$ cat config.mk
export PLATFORM = sky130hd
export DESIGN_NAME = hex_scan_top
export DESIGN_NICKNAME = d
export VERILOG_FILES = /design/src/rtl/hexscan_pkg.sv /design/src/rtl/hexscan_timer.sv /design/src/rtl/hexscan_ctrl.sv /design/src/rtl/hexscan_datapath.sv /design/src/rtl/hex_scan_top.sv
export SDC_FILE = /design/constraint.sdc
export NUM_CORES = 1
export LEC_CHECK = 0
export BUFFER_PORTS_ARGS = -buffer_cell sky130_fd_sc_hd__buf_2
export CAP_MARGIN = 20
export CORE_ASPECT_RATIO = 1.1
export CORE_MARGIN = 2
export CORE_UTILIZATION = 50
export CTS_CLUSTER_SIZE = 25
export DETAILED_ROUTE_END_ITERATION = 8
export GPL_ROUTABILITY_DRIVEN = 0
export GPL_TIMING_DRIVEN = 0
export PLACE_DENSITY_LB_ADDON = 0.12
export SETUP_SLACK_MARGIN = 0.15
export SLEW_MARGIN = 30
export SYNTH_ARGS = -nofsm -noshare
export SYNTH_HDL_FRONTEND = slang
export SYNTH_SLANG_ARGS = --single-unit
$ cat constraint.sdc
create_clock -name clk -period 5.5 [get_ports clk]
set_input_delay 0.825 -clock clk [delete_from_list [all_inputs] [get_ports clk]]
set_output_delay 0.825 -clock clk [all_outputs]
set_load 0.005 [all_outputs]
$ cat src/rtl/hexscan_pkg.sv
package hexscan_pkg;

  // Strobes that the control side sends to the datapath
  typedef struct packed {
    logic scanAdvance;  // move to the next digit
    logic countStep;    // step the display counter
  } scanStrobe_t;

  // Maps a hex nibble to segments G..A, with 1 meaning lit
  function automatic logic [6:0] hexGlyph(input logic [3:0] nib);
    logic [6:0] g;
    case (nib)
      4'h0: g = 7'h3F;
      4'h1: g = 7'h06;
      4'h2: g = 7'h5B;
      4'h3: g = 7'h4F;
      4'h4: g = 7'h66;
      4'h5: g = 7'h6D;
      4'h6: g = 7'h7D;
      4'h7: g = 7'h27;
      4'h8: g = 7'h7F;
      4'h9: g = 7'h6F;
      4'hA: g = 7'h77;
      4'hB: g = 7'h7C;
      4'hC: g = 7'h58;
      4'hD: g = 7'h5E;
      4'hE: g = 7'h79;
      default: g = 7'h71;
    endcase
    return g;
  endfunction

endpackage

$ cat src/rtl/hexscan_timer.sv
module hexscan_timer #(
  parameter int unsigned PERIOD = 2
) (
  input  logic clk,
  input  logic rst,
  output logic pulse
);
  localparam int unsigned CNT_W = (PERIOD > 1) ? $clog2(PERIOD) : 1;
  localparam logic [CNT_W-1:0] LAST = CNT_W'(PERIOD - 1);

  logic [CNT_W-1:0] cnt;
  logic atLast;

  assign atLast = (cnt == LAST);
  assign pulse  = atLast;

  always_ff @(posedge clk) begin
    if (rst)         cnt <= '0;
    else if (atLast) cnt <= '0;
    else             cnt <= cnt + 1'b1;
  end

  // The count never goes past the last value of its period
  AST_TIMER_RANGE: assert property (@(posedge clk) disable iff (rst)
    cnt <= LAST);

  // The timer starts again from zero when reset is released
  AST_TIMER_FRESH: assert property (@(posedge clk) disable iff (rst)
    $fell(rst) |-> cnt == '0);

endmodule

$ cat src/rtl/hexscan_ctrl.sv
module hexscan_ctrl
  import hexscan_pkg::*;
#(
  parameter int unsigned DWELL_CYC = 50000,
  parameter int unsigned TICK_CYC  = 12500000
) (
  input  logic        clk,
  input  logic        rst,
  output scanStrobe_t strobe
);
  localparam int NUM_TIMERS = 2;
  localparam int unsigned PERIODS [NUM_TIMERS] = '{DWELL_CYC, TICK_CYC};

  logic [NUM_TIMERS-1:0] pulses;

  // Timer 0 sets the digit dwell, timer 1 sets the counter step
  for (genvar g = 0; g < NUM_TIMERS; g++) begin : gTimer
    hexscan_timer #(.PERIOD(PERIODS[g])) uTimer (
      .clk  (clk),
      .rst  (rst),
      .pulse(pulses[g])
    );
  end

  assign strobe.scanAdvance = pulses[0];
  assign strobe.countStep   = pulses[1];

endmodule

$ cat src/rtl/hexscan_datapath.sv
module hexscan_datapath
  import hexscan_pkg::*;
#(
  parameter int DIGITS = 4
) (
  input  logic              clk,
  input  logic              rst,
  input  scanStrobe_t       strobe,
  input  logic [DIGITS-1:0] dpIn,
  output logic [7:0]        segOut,
  output logic [DIGITS-1:0] digitN
);
  localparam int IDX_W = (DIGITS > 1) ? $clog2(DIGITS) : 1;
  localparam int VAL_W = 4 * DIGITS;
  localparam logic [IDX_W-1:0] LAST_IDX = IDX_W'(DIGITS - 1);

  logic [IDX_W-1:0] digitIdx;
  logic [VAL_W-1:0] value;
  logic [3:0]       nibs [DIGITS];
  logic [3:0]       curNib;

  // Scan position and display counter. The outputs below are decoded from
  // these registers, so the segments and the select change on the same edge.
  always_ff @(posedge clk) begin
    if (rst) begin
      digitIdx <= '0;
      value    <= '0;
    end else begin
      if (strobe.scanAdvance)
        digitIdx <= (digitIdx == LAST_IDX) ? '0 : digitIdx + 1'b1;
      if (strobe.countStep)
        value <= value + 1'b1;
    end
  end

  // One nibble per digit; digit 0 holds the least significant nibble
  for (genvar g = 0; g < DIGITS; g++) begin : gDigit
    assign nibs[g]   = value[g*4 +: 4];
    assign digitN[g] = (digitIdx != IDX_W'(g));
  end

  assign curNib = nibs[digitIdx];
  assign segOut = {dpIn[digitIdx], hexGlyph(curNib)};

  AST_ONE_DIGIT: assert property (@(posedge clk) disable iff (rst)
    $countones(~digitN) == 1);

  AST_DIGIT_HOLD: assert property (@(posedge clk) disable iff (rst)
    !strobe.scanAdvance |=> $stable(digitIdx));

  AST_SCAN_ORDER: assert property (@(posedge clk) disable iff (rst)
    strobe.scanAdvance |=>
      digitIdx == (($past(digitIdx) == LAST_IDX) ? '0 : $past(digitIdx) + 1'b1));

  AST_COUNT_STEP: assert property (@(posedge clk) disable iff (rst)
    strobe.countStep |=> value == $past(value) + 1'b1);

  AST_COUNT_HOLD: assert property (@(posedge clk) disable iff (rst)
    !strobe.countStep |=> $stable(value));

  AST_COUNT_WRAP: assert property (@(posedge clk) disable iff (rst)
    (strobe.countStep && value == '1) |=> value == '0);

endmodule

$ cat src/rtl/hex_scan_top.sv
module hex_scan_top
  import hexscan_pkg::*;
#(
  parameter int unsigned CLK_HZ   = 50000000,
  parameter int unsigned DWELL_US = 1000,
  parameter int unsigned TICK_US  = 250000,
  parameter int          DIGITS   = 4
) (
  input  logic              clk,
  input  logic              rst,
  input  logic [DIGITS-1:0] dpIn,
  output logic [7:0]        segOut,
  output logic [DIGITS-1:0] digitN
);
  localparam int unsigned CYC_PER_US = CLK_HZ / 1000000;
  localparam int unsigned DWELL_CYC  = CYC_PER_US * DWELL_US;
  localparam int unsigned TICK_CYC   = CYC_PER_US * TICK_US;

  scanStrobe_t strobe;

  hexscan_ctrl #(
    .DWELL_CYC(DWELL_CYC),
    .TICK_CYC (TICK_CYC)
  ) uCtrl (
    .clk   (clk),
    .rst   (rst),
    .strobe(strobe)
  );

  hexscan_datapath #(
    .DIGITS(DIGITS)
  ) uData (
    .clk   (clk),
    .rst   (rst),
    .strobe(strobe),
    .dpIn  (dpIn),
    .segOut(segOut),
    .digitN(digitN)
  );

endmodule

After elaboration in Yosys (flattened, before gate mapping)
Memory sizes are Yosys's and may differ from the RTL's.
Cells that the tools add are included.
{"block": "word_totals", "rom_bits": 112, "ramBits": 0, "mem_count": 1, "input_bits": 6, "wordCells": 27, "reg_bits": 58, "latchBits": 0, "out_inout_bits": 12}
{"block": "op_classes", "bitwise_logic": 1, "mul": 0, "shifts": 0, "magnitude_cmp": 2, "eq_ne": 6, "n_reduce_logical": 3, "n_mux": 6, "div": 0, "addsub": 4}
{"memory": "(no name shown)", "depth": 16, "word_bits": 7, "rd": 1, "rd_clocked_by_memory_dff": 0, "write_ports": 0, "line": "hexscan_pkg.sv:12", "source": "case (nib)"}
{"cell": "adder 16 x 1 -> 16 bit (second input constant)", "count": 2}
{"cell": "adder 24 x 1 -> 24 bit (second input constant)", "count": 1}
{"cell": "== test 24 bit (second input constant)", "count": 1}
{"cell": "== test 16 bit (second input constant)", "count": 1}
{"cell": "binary-select mux 4 bit (select 2 bit)", "count": 1}
{"cell": "two-way mux 4 bit", "count": 2}
{"cell": "inequality test 2 bit (second input constant)", "count": 2}
{"cell": "OR reduction 2 bit", "count": 2}
{"cell": "greater-or-equal comparator 3 bit (second input constant)", "count": 1}
{"cell": "less-than comparator 2 x 3 -> 1 bit (second input constant)", "count": 1}
{"cell": "inverter 2 -> 3 bit", "count": 1}
{"cell": "adder 2 x 1 -> 2 bit (second input constant)", "count": 1}
{"cell": "binary-select mux 1 bit (select 2 bit)", "count": 1}
{"cell": "== test 2 bit (second input constant)", "count": 1}
{"cell": "two-way mux 2 bit", "count": 1}
{"cell": "inequality test 2 x 1 -> 1 bit (second input constant)", "count": 1}
{"cell": "nonzero test 2 bit", "count": 1}
{"cell": "two-way mux 1 bit", "count": 1}

Depth between registers and ports, before layout
An unclocked memory read counts as a cell.
{"block": "logic_depth", "ltp_word": 5, "mapped_depth": 7, "ltp_nobuf": 6}

Cells and area by module
From an unflattened synthesis, not the netlist that was laid out.
{"block": "hier_totals", "hier_cells": 348, "hier_area_um2": 3095.5}
{"mod": "hexscan_datapath", "seq_area_each_um2": 360.3, "area_each_um2": 1222.4, "instances": 1, "cells_per_inst": 139}
{"mod": "hexscan_timer at uCtrl.gTimer[1].uTimer", "seq_area_each_um2": 480.5, "area_each_um2": 1162.4, "instances": 1, "cells_per_inst": 128}
{"mod": "hexscan_timer at uCtrl.gTimer[0].uTimer", "seq_area_each_um2": 320.3, "area_each_um2": 710.7, "instances": 1, "cells_per_inst": 81}

Least setup slack after synthesis
OpenSTA, ideal clock, no wires.
{"block": "synth_path", "kind": "flip-flop to output port", "startpoint": "reg uData.digitIdx[1]", "endpoint": "out segOut[3]", "path_buffers": 1, "path_slack_ps": 2704, "stages_incl_launch_ff": 8, "arrival_time_ps": 1971, "required_ps": 4675, "cell_sequence": "dfxtp_1 -> clkbuf_1 -> mux4_2 -> inv_1 -> ha_1 -> inv_1 -> mux4_2 -> inv_1"}
{"block": "synth_between", "elab_chain_len": 5}
{"element": "start, declared", "line": "hexscan_datapath.sv:17", "source": "logic [IDX_W-1:0] digitIdx;"}
{"element": "start signal, assigned", "line": "hexscan_datapath.sv:30", "source": "digitIdx <= (digitIdx == LAST_IDX) ? '0 : digitIdx + 1'b1;"}
{"element": "inverter 2 -> 3 bit (not written as such)", "line": "hexscan_datapath.sv:42", "source": "assign curNib = nibs[digitIdx];"}
{"element": "binary-select mux 4 bit (select 2 bit)", "line": "hexscan_datapath.sv:42"}
{"element": "two-way mux 4 bit (not written as such) (2 in series)", "line": "hexscan_datapath.sv:42"}
{"element": "memory read (16 x 7 bit)"}
{"element": "end, declared", "line": "hex_scan_top.sv:12", "source": "output logic [7:0] segOut,"}
No other way between the ends. The select of a mux whose other input is x is not followed.

Final worst setup path
Same ends and word-level chain as after synthesis.

==> impl_metrics.toml <==
[pwr]
p_leak_nw = 1.17
finalPower_mw = 0.844
peakVddDrop_mv = 0.158
p_per_area_nw_per_um2 = 239

[route]
viasPerCell = 5.60
post_drt_wl_per_cell_microns = 13.1
first_iter_violations = 91
firstDrtPassIters = 4
vias = 2669
wl_microns = 6230
drc = 0
ant_nets = 0

[critical_path]
critPathBufInv = 5
worstPathCellList = "clkbuf_1 -> mux4_2 -> inv_1 -> ha_1 -> inv_1 -> mux4_2 -> inv_1 -> buf_2"
startpoint_type = "flip-flop"
slowest_delay_ns = 0.63
required_ns = 4.68
crit_slowest_cell = "mux4_2"
critPathLaunch = "uData.digitIdx[1]"
cpLargestDelayFamily = "multiplexers"
crit_path_max_fanout = 7
r2r-start = "uCtrl.gTimer[1].uTimer.cnt[9]"
crit_top_cell = "inv_1"
critPathArrivalTime_ns = 2.61
worstSetupEndpointType = "primary output"
crit_type = "flip-flop to primary output"

[global_routing]
grt_max_degree = 11
grt_first_pass_wirelength_microns = 10700
first_global_vias = 2429
overflow = 0
antenna_found_initial = 0
grt.total_usage = 0.194

[layout]
final_common_cell = "dfxtp_1"
final-seq-area_sq_um = 1160
final_nets = 412
area_delta_synth_final_pct = 12.2
antenna_cells = 0
final_cells = 477
multi_input_area_sq_um = 1840
mostFrequentLayoutCells = "dfxtp_1, nor2_1, a21oi_1"
drive_gt1_frac = 0.123
num-fill-cells = 569

[timing]
setup-violations-final = 0
setup_ws_ns = 2.06
finalClockSkew_ns = 0.00759
final_max_slew_viol_count = 0
fmax_mhz = 291
finalHoldViolCount = 0
fin_crit_ns = 3.44
fin_setup_tns_ns = 0
rsz0062_at_grt = "false"
finalCritPeriodShare = 0.625
tightest_slew_ns = 0.710
max_slew_margin = 0.520

[min_path]
worstHoldPathType = "flip-flop to flip-flop"
min_from = "uCtrl.gTimer[0].uTimer.cnt[0]"

[cts]
cts_max_path_buffers = 2
clockRootBuffer = "clkbuf_8"
insertion_delay_ns = 0.33
cts_tree = "done"
cts_hold_buffers = 0
ctsResizeCount = 0
h-tree-depth = 3
cts_buffers = 9
clk_pin_slew_worst_paths_ns = 0.07
cts.sinks = 58
postCtsSetupBuffers = 0

[synth]
synth_edf_count = 0
ys_types = 41
avgSynthCellArea_sq_um = 8.62
syn-num-nets = 385
synth-async-reset-ratio = 0
syn_inst = 365
yosys.area.top_type = "dfxtp_1"
synth_top_area_frac = 0.369
syn_area_sq_um = 3150
synth_ff_type = "dfxtp_1"
seq_area_frac_synth = 0.369
ys_ff_latch = 58
synth_top_cells_by_area = "dfxtp_1, ha_1, nor2_1, a21oi_1, mux4_2"
ys_warn_count = 0

[place]
place_inst = 461
io_buffers = 16
dpl.hpwl_microns = 4500
pre_cts_ws_ns = 2.39

[die]
core_area_sq_um = 6120
io_pins = 18
die-area_sq_um = 6950
die_w_microns = 79.6
initial_core_util = 0.514
chipHeight_microns = 87.2
rows = 30

[status]
status = "finished clean"

[job]
cap_violations = 0
==> Yosys cell counts (2+ instances only) <==
| cell type | count |
|---|---|
| or3_1 | 7 |
| and4_1 | 9 |
| nor2b_1 | 6 |
| nand3_1 | 17 |
| xor2_1 | 12 |
| nand2_1 | 16 |
| and2_1 | 2 |
| or4_1 | 16 |
| ha_1 | 14 |
| nor4b_1 | 2 |
| nor2_1 | 41 |
| nor4_1 | 7 |
| and3_1 | 4 |
| nand4bb_1 | 2 |
| o21ai_0 | 9 |
| inv_1 | 22 |
| mux2i_1 | 2 |
| xnor2_1 | 14 |
| dfxtp_1 | 58 |
| o21bai_1 | 2 |
| nand2b_1 | 2 |
| mux2_2 | 4 |
| o31ai_1 | 14 |
| nand4_1 | 15 |
| buf_2 | 2 |
| a21oi_1 | 28 |
| clkbuf_1 | 14 |
| nor3_1 | 6 |
| mux4_2 | 6 |
==> routing by layer <==
metal | wire length (microns) | vias up | GRT usage
li1 | - | 1379 | -
met1 | 3020 | 1245 | 0.250
met2 | 2940 | 31 | 0.312
met3 | 159 | 14 | 0.0446
met4 | 106 | 0 | 0.0799
met5 | 0 | - | 0
==> state kept, by name (all words and copies together) (netlist names) <==
signal,flops
uData.digitIdx,2
uCtrl.gTimer.uTimer.cnt,40
uData.value,16
==> kinds of logic after synthesis <==
logic type | share of synthesized area
AOI/OAI and AO/OA | 0.107
xor gates and xnor gates | 0.0724
adders and majority gates | 0.0557
buffers and inverters | 0.0473
DFF | 0.369
muxes | 0.0636
and+or+nand+nor | 0.285
==> power by group <==
part | internal [mW] | switching, mW | leakage [nW]
clock | 0.231 | 0.167 | 0.105
combinational | 0.00674 | 0.0115 | 0.601
sequential | 0.424 | 0.00337 | 0.468
==> stage by stage <==
step                      hold slack [ns]  instance area [sq um]  utilization
after floorplan                     0.426                   3150            -
after global placement              0.440                   3330        0.544
after detailed placement            0.452                   3330        0.544
after CTS                           0.468                   3530        0.577
after global routing                0.490                   3530        0.577
final                               0.465                   3530        0.577
==> area by class of cell <==
cell class / instances / area share
Buffer: 17 / 0.0188
Multi-Input combinational cell: 268 / 0.520
Inverter: 22 / 0.0234
Clock inverter: 5 / 0.0149
Timing Repair Buffer: 16 / 0.0227
Tap cell: 80 / 0.0283
Sequential cell: 58 / 0.329
Clock buffer: 11 / 0.0429
==> worst paths after layout <==
kind / endpoint / slack [ns] / depth (start not counted)
worst max-delay path: segOut[3] / 2.06 / 8
worst min-delay path: uCtrl.gTimer[0].uTimer.cnt[0] / 0.47 / 1
worst max register to register: uCtrl.gTimer[1].uTimer.cnt[3] / 3.03 / 5
worst min register to register: uCtrl.gTimer[0].uTimer.cnt[0] / 0.47 / 1
Note: power is estimated with default switching activity, not from simulation.
